`src/rtl/ipi_pkg.sv`:
```
package ipi_pkg;
  typedef enum logic [2:0] {
    DM_FIXED  = 3'b000,
    DM_LOWPRI = 3'b001,
    DM_SMI    = 3'b010,
    DM_RSVD   = 3'b011,
    DM_NMI    = 3'b100,
    DM_INIT   = 3'b101,
    DM_START  = 3'b110,
    DM_OTHER  = 3'b111
  } dmode_e;

  typedef enum logic [1:0] {
    SH_NONE    = 2'b00,
    SH_SELF    = 2'b01,
    SH_ALL     = 2'b10,
    SH_ALLBUT  = 2'b11
  } shorthand_e;

  localparam int unsigned ID_W      = 4;
  localparam int unsigned VEC_LSB   = 0;
  localparam int unsigned MODE_LSB  = 8;
  localparam int unsigned DMODE_BIT = 11;
  localparam int unsigned LVL_BIT   = 14;
  localparam int unsigned TRG_BIT   = 15;
  localparam int unsigned SH_LSB    = 18;
  localparam int unsigned DEST_LSB  = 24;
endpackage

```
`src/rtl/ipi_dest_decode.sv`:
```
module ipi_dest_decode
  import ipi_pkg::*;
#(
  parameter int unsigned N_TGT = 8
) (
  input  shorthand_e       sh_i,
  input  logic             logical_i,
  input  logic [ID_W-1:0]  dest_i,
  input  logic [ID_W-1:0]  self_i,
  input  dmode_e           mode_i,
  input  logic             level_i,
  input  logic             trig_i,
  output logic [N_TGT-1:0] mask_o
);
  logic init_deassert;
  assign init_deassert = (mode_i == DM_INIT) && !level_i && trig_i;

  for (genvar i = 0; i < N_TGT; i++) begin : g_tgt
    logic is_self, is_dest;
    assign is_self = (32'(self_i) == i);
    assign is_dest = !logical_i && (32'(dest_i) == i);
    always_comb begin
      if (init_deassert) mask_o[i] = 1'b1;
      else begin
        unique case (sh_i)
          SH_NONE:   mask_o[i] = is_dest;
          SH_SELF:   mask_o[i] = is_self;
          SH_ALL:    mask_o[i] = 1'b1;
          SH_ALLBUT: mask_o[i] = !is_self;
          default:   mask_o[i] = 1'b0;
        endcase
      end
    end
  end
endmodule

```
`src/rtl/ipi_msg_launch.sv`:
```
module ipi_msg_launch
  import ipi_pkg::*;
#(
  parameter int unsigned N_TGT = 8
) (
  input  logic             clk_i,
  input  logic             rst_ni,
  input  logic             launch_i,
  input  logic             accept_i,
  input  dmode_e           mode_i,
  input  logic [7:0]       vector_i,
  input  logic             level_i,
  input  logic [N_TGT-1:0] mask_i,
  output logic             valid_o,
  output logic [N_TGT-1:0] mask_o,
  output logic [2:0]       mode_o,
  output logic [7:0]       vector_o,
  output logic             level_o
);
  logic no_vec;
  assign no_vec = (mode_i == DM_NMI) || (mode_i == DM_INIT);

  always_ff @(posedge clk_i or negedge rst_ni) begin
    if (!rst_ni) begin
      valid_o  <= 1'b0;
      mask_o   <= '0;
      mode_o   <= '0;
      vector_o <= '0;
      level_o  <= 1'b0;
    end else if (!valid_o) begin
      if (launch_i) begin
        valid_o  <= 1'b1;
        mask_o   <= mask_i;
        mode_o   <= mode_i;
        vector_o <= no_vec ? 8'h00 : vector_i;
        level_o  <= level_i;
      end
    end else if (accept_i) begin
      valid_o <= 1'b0; // no automatic retry
    end
  end
endmodule

```
`src/rtl/ipi_cmd_unit.sv`:
```
module ipi_cmd_unit
  import ipi_pkg::*;
#(
  parameter int unsigned N_TGT = 8
) (
  input  logic             clk_i,
  input  logic             rst_ni,
  input  logic             wr_lo_i,
  input  logic             wr_hi_i,
  input  logic [31:0]      wdata_i,
  input  logic [3:0]       self_id_i,
  input  logic             accept_i,
  output logic             msg_valid_o,
  output logic [N_TGT-1:0] msg_mask_o,
  output logic [2:0]       msg_mode_o,
  output logic [7:0]       msg_vector_o,
  output logic             msg_level_o,
  output logic             status_o,
  output logic             err_o
);
  logic [ID_W-1:0]  dest_q;
  logic [N_TGT-1:0] mask_d;
  dmode_e           mode_d;
  logic             wr_take, launch;

  assign mode_d  = dmode_e'(wdata_i[MODE_LSB +: 3]);
  assign wr_take = wr_lo_i && !msg_valid_o;
  assign launch  = wr_take && (mode_d != DM_RSVD) && (|mask_d);

  always_ff @(posedge clk_i or negedge rst_ni) begin
    if (!rst_ni) begin
      dest_q <= '0;
      err_o  <= 1'b0;
    end else begin
      if (wr_hi_i) dest_q <= wdata_i[DEST_LSB +: ID_W];
      if (wr_take) err_o <= (mode_d == DM_RSVD);
    end
  end

  ipi_dest_decode #(.N_TGT(N_TGT)) u_dec (
    .sh_i      (shorthand_e'(wdata_i[SH_LSB +: 2])),
    .logical_i (wdata_i[DMODE_BIT]),
    .dest_i    (dest_q),
    .self_i    (self_id_i),
    .mode_i    (mode_d),
    .level_i   (wdata_i[LVL_BIT]),
    .trig_i    (wdata_i[TRG_BIT]),
    .mask_o    (mask_d)
  );

  ipi_msg_launch #(.N_TGT(N_TGT)) u_launch (
    .clk_i    (clk_i),
    .rst_ni   (rst_ni),
    .launch_i (launch),
    .accept_i (accept_i),
    .mode_i   (mode_d),
    .vector_i (wdata_i[VEC_LSB +: 8]),
    .level_i  (wdata_i[LVL_BIT]),
    .mask_i   (mask_d),
    .valid_o  (msg_valid_o),
    .mask_o   (msg_mask_o),
    .mode_o   (msg_mode_o),
    .vector_o (msg_vector_o),
    .level_o  (msg_level_o)
  );

  assign status_o = msg_valid_o;
endmodule

```
`config.mk`:
```
export PLATFORM = sky130hd
export DESIGN_NAME = ipi_cmd_unit
export DESIGN_NICKNAME = d
export VERILOG_FILES = /design/src/rtl/ipi_pkg.sv /design/src/rtl/ipi_dest_decode.sv /design/src/rtl/ipi_msg_launch.sv /design/src/rtl/ipi_cmd_unit.sv
export SDC_FILE = /design/constraint.sdc
export NUM_CORES = 1
export LEC_CHECK = 0
export ABC_AREA = 1
export ABC_CLOCK_PERIOD_IN_PS = 2200
export CAP_MARGIN = 20
export CORE_MARGIN = 2
export CORE_UTILIZATION = 42
export CTS_CLUSTER_DIAMETER = 30
export DETAILED_ROUTE_END_ITERATION = 8
export PLACE_DENSITY = 0.79
export REMOVE_ABC_BUFFERS = 1
export SKIP_CTS_REPAIR_TIMING = 1
export SYNTH_ARGS = -nofsm -noshare
export SYNTH_HDL_FRONTEND = slang
export SYNTH_HIERARCHICAL = 1
export SYNTH_SLANG_ARGS = --single-unit
```
`constraint.sdc`:
```
create_clock -name clk_i -period 2.2 [get_ports clk_i]
set_clock_uncertainty 0.1 [all_clocks]
set_input_delay 0.44 -clock clk_i [delete_from_list [all_inputs] [get_ports clk_i]]
set_output_delay 0.44 -clock clk_i [all_outputs]
set_load 0.005 [all_outputs]
```
==> impl_metrics.yaml <==
layout:
  fin_nets: 337
  multi_input_area_sq_um: 773
  syn2layout_area_growth_pct: 58.8
  fin_area_sq_um: 2380
  seqCellArea_sq_um: 651
  fillers: 263
  diodes: 0
  final_layout_size_suffix_gt1_share_pct: 16.9
clock_tree:
  root_buffer: "clkbuf_4"
  clkSlewWorstSetupHoldPaths_ns: 0.13
  cts_sinks: 26
  cts_tree: "built"
  cts_buffers: 3
  htree_levels: 1
  cts_buffer_depth: 2
  clkLatencyLatePin_ns: 0.31
placed_design:
  post-dp-hpwl_mm: 2.67
  dpl_cell_area_sq_um: 2190
  gp_congestion: 0.894
  portBuffers: 51
critical_path:
  cp_slowest_cell: "dfrtp_1"
  critPathBufInv: 3
  cp_cell_sequence: "inv_1 > nand2_1 > nor2_1 > nand2_2 > nand4_1 > nor2_1 > nand2_1 > nor2_1 > nor2_1 > inv_1 > nor2_4 > clkbuf_16 > nand3_1 > nand2_1"
  cp-end-kind: "flip-flop"
  crit_family: "simple AND/OR/NAND/NOR gates"
  critical_path_required_ns: 2.36
  worstSetupPathType: "reg -> reg"
  arrival_ns: 2.23
  crit_top_cell: "nor2_1"
  cpPeakStageDelay_ns: 0.43
  worstSetupStartpointType: "flip-flop"
  cp_max_fo: 4
synthesis:
  post-synth-top-count-cell: "nand2_1"
  netlist.area_leader.share_pct: 43.3
  syn_avg_cell_area_sq_um: 6.82
  synth_edf_count: 0
  synth.area.top_cells: "dfrtp_1 (43%), nand2_1 (22%), nor2_1 (8.3%)"
  yosysSeqAreaShare_pct: 43.3
  synthArstFlopShare_pct: 100
  syn_inst: 220
  yosys_warnings: 6
  synth_top_area_cell: "dfrtp_1"
  ys.flop_type: "dfrtp_1"
  syn_area_sq_um: 1500
  synth_seq_cells: 26
  yosysUniqueCellTypes: 19
  synthTopCellsByCount: "nand2_1 (88), nor2_1 (33), dfrtp_1 (26)"
timing:
  fmax_mhz: 483
  finalHoldViolations: 0
  maxSlewViolCount: 0
  relSlewSlack_pct: 78.7
  final.min_clock_period_ns: 2.07
  tightest_slew_ns: 0.319
  post-route-period-util_pct: 94.1
  finalSetupViolCount: 0
global_routing:
  track_usage_pct: 18.2
  grt_first_pass_wirelength_mm: 6.01
  grt_pass1_vias: 1434
  grt_max_degree: 27
  antenna_found_initial: 0
  overflow: 0
floorplan:
  dieArea_sq_um: 4070
  core_sq_um: 3390
  initial_utilization_pct: 44.3
  ios: 64
  die_h_microns: 63.8
  num_rows: 21
  dieWidth_microns: 63.8
route:
  dr.pass1.iters: 4
  wl_per_cell_microns: 10.9
  vias: 1586
  routed_wirelength_mm: 3.73
  vias_per_cell: 4.65
  drtIter0Drc: 85
  post-route-drc-count: 0
  ant_nets: 0
min_path:
  hold_path_class: "in -> reg"
run:
  max_cap_violations: 0
power_and_ir_drop:
  vdd_drop_max_mv: 0.655
  p_per_area_nw_per_um2: 809
  p_total_mw: 1.93
  p_leak_nw: 1.26
status:
  status: "finished, final reports clean"
-- final timing paths --
kind / start / endpoint / slack (ns) / cells after the start
max in group asynchronous: rst_ni / u_launch/vector_o[3] / 1.39 / 2
min: wdata_i[8] / u_launch/mode_o[0] / 0.31 / 3
max: dest_q[3] / u_launch/vector_o[2] / 0.13 / 14
min reg2reg: u_launch/vector_o[6] / u_launch/vector_o[6] / 0.39 / 2
max reg2reg: dest_q[3] / u_launch/vector_o[2] / 0.13 / 14
min in group asynchronous: rst_ni / u_launch/vector_o[0] / 0.37 / 2
-- tightest hold or removal path, cell delays in order --
cell and delay, ns:
dlymetal6s2s_1 0.14, nand2_1 0.07, nand2_1 0.04
-- sequential cells by signal (all words and copies together), names as in the netlist --
name / cells
u_launch/level_o: 1
u_launch/mode_o: 3
u_launch/valid_o: 1
u_launch/vector_o: 8
dest_q: 4
u_launch/mask_o: 8
err_o: 1
-- report_power, final --
group	internal (mW)	switching, mW
sequential	0.670	0.114
clock	0.101	0.129
combinational	0.560	0.354
total	1.33	0.598
-- logic make-up (layout without fill, tap and decap cells) --
family,count (synthesis),in the layout,synth area share [%]
buffers and inverters,28,103,8.25
and+or+nand+nor,156,156,44.5
AOI/OAI and AO/OA,10,10,3.92
DFF,26,26,43.3
-- per-layer routing --
metal / vias to the layer above / wire length (microns) / global-route usage, %
li1: 836 / - / -
met2: 46 / 1900 / 31.1
met5: - / 0 / 0
met1: 698 / 1610 / 23.6
met4: 0 / 70 / 4.08
met3: 6 / 155 / 3.87
-- cell type report --
class / instances / share of cell area (%)
clock buffer: 4 / 1.52
tap: 46 / 2.41
inverter: 24 / 3.78
multi-input combinational: 166 / 32.4
sequential: 26 / 27.3
timing repair buffer: 75 / 32.5
-- placed cells by master (no fill, tap or decap) --
cell	count
nand2_1	86
clkdlybuf4s50_1	39
nor2_1	27
dfrtp_1	26
nand3_1	22
inv_1	20
buf_4	19
dlymetal6s2s_1	12
nor2_4	6
o21ai_0	6
nor2_2	5
inv_2	4
clkbuf_4	3
nand2_2	3
nand4_1	3
clkbuf_16	2
nand3_2	2
o21bai_1	2
buf_6	2
nand3b_1	1
a21oi_1	1
clkbuf_8	1
a21oi_2	1
nor3_4	1
buf_12	1
-- per-stage QoR --
stage / setup slack [ns] / setup TNS (ns) / hold slack [ns] / util (%) / cells
floorplan: 0.305 / 0 / 0.0444 / - / 216
global placement: -0.367 / -6.62 / 0.362 / 64.7 / 334
detailed placement: -0.406 / -7.19 / 0.365 / 64.7 / 334
CTS: -0.0586 / -0.283 / 0.372 / 65.8 / 338
global route: -0.0663 / -0.0663 / 0.316 / 70.3 / 341
finish: 0.130 / 0 / 0.306 / 70.3 / 341
No activity file was read; power rests on OpenSTA's default activity.
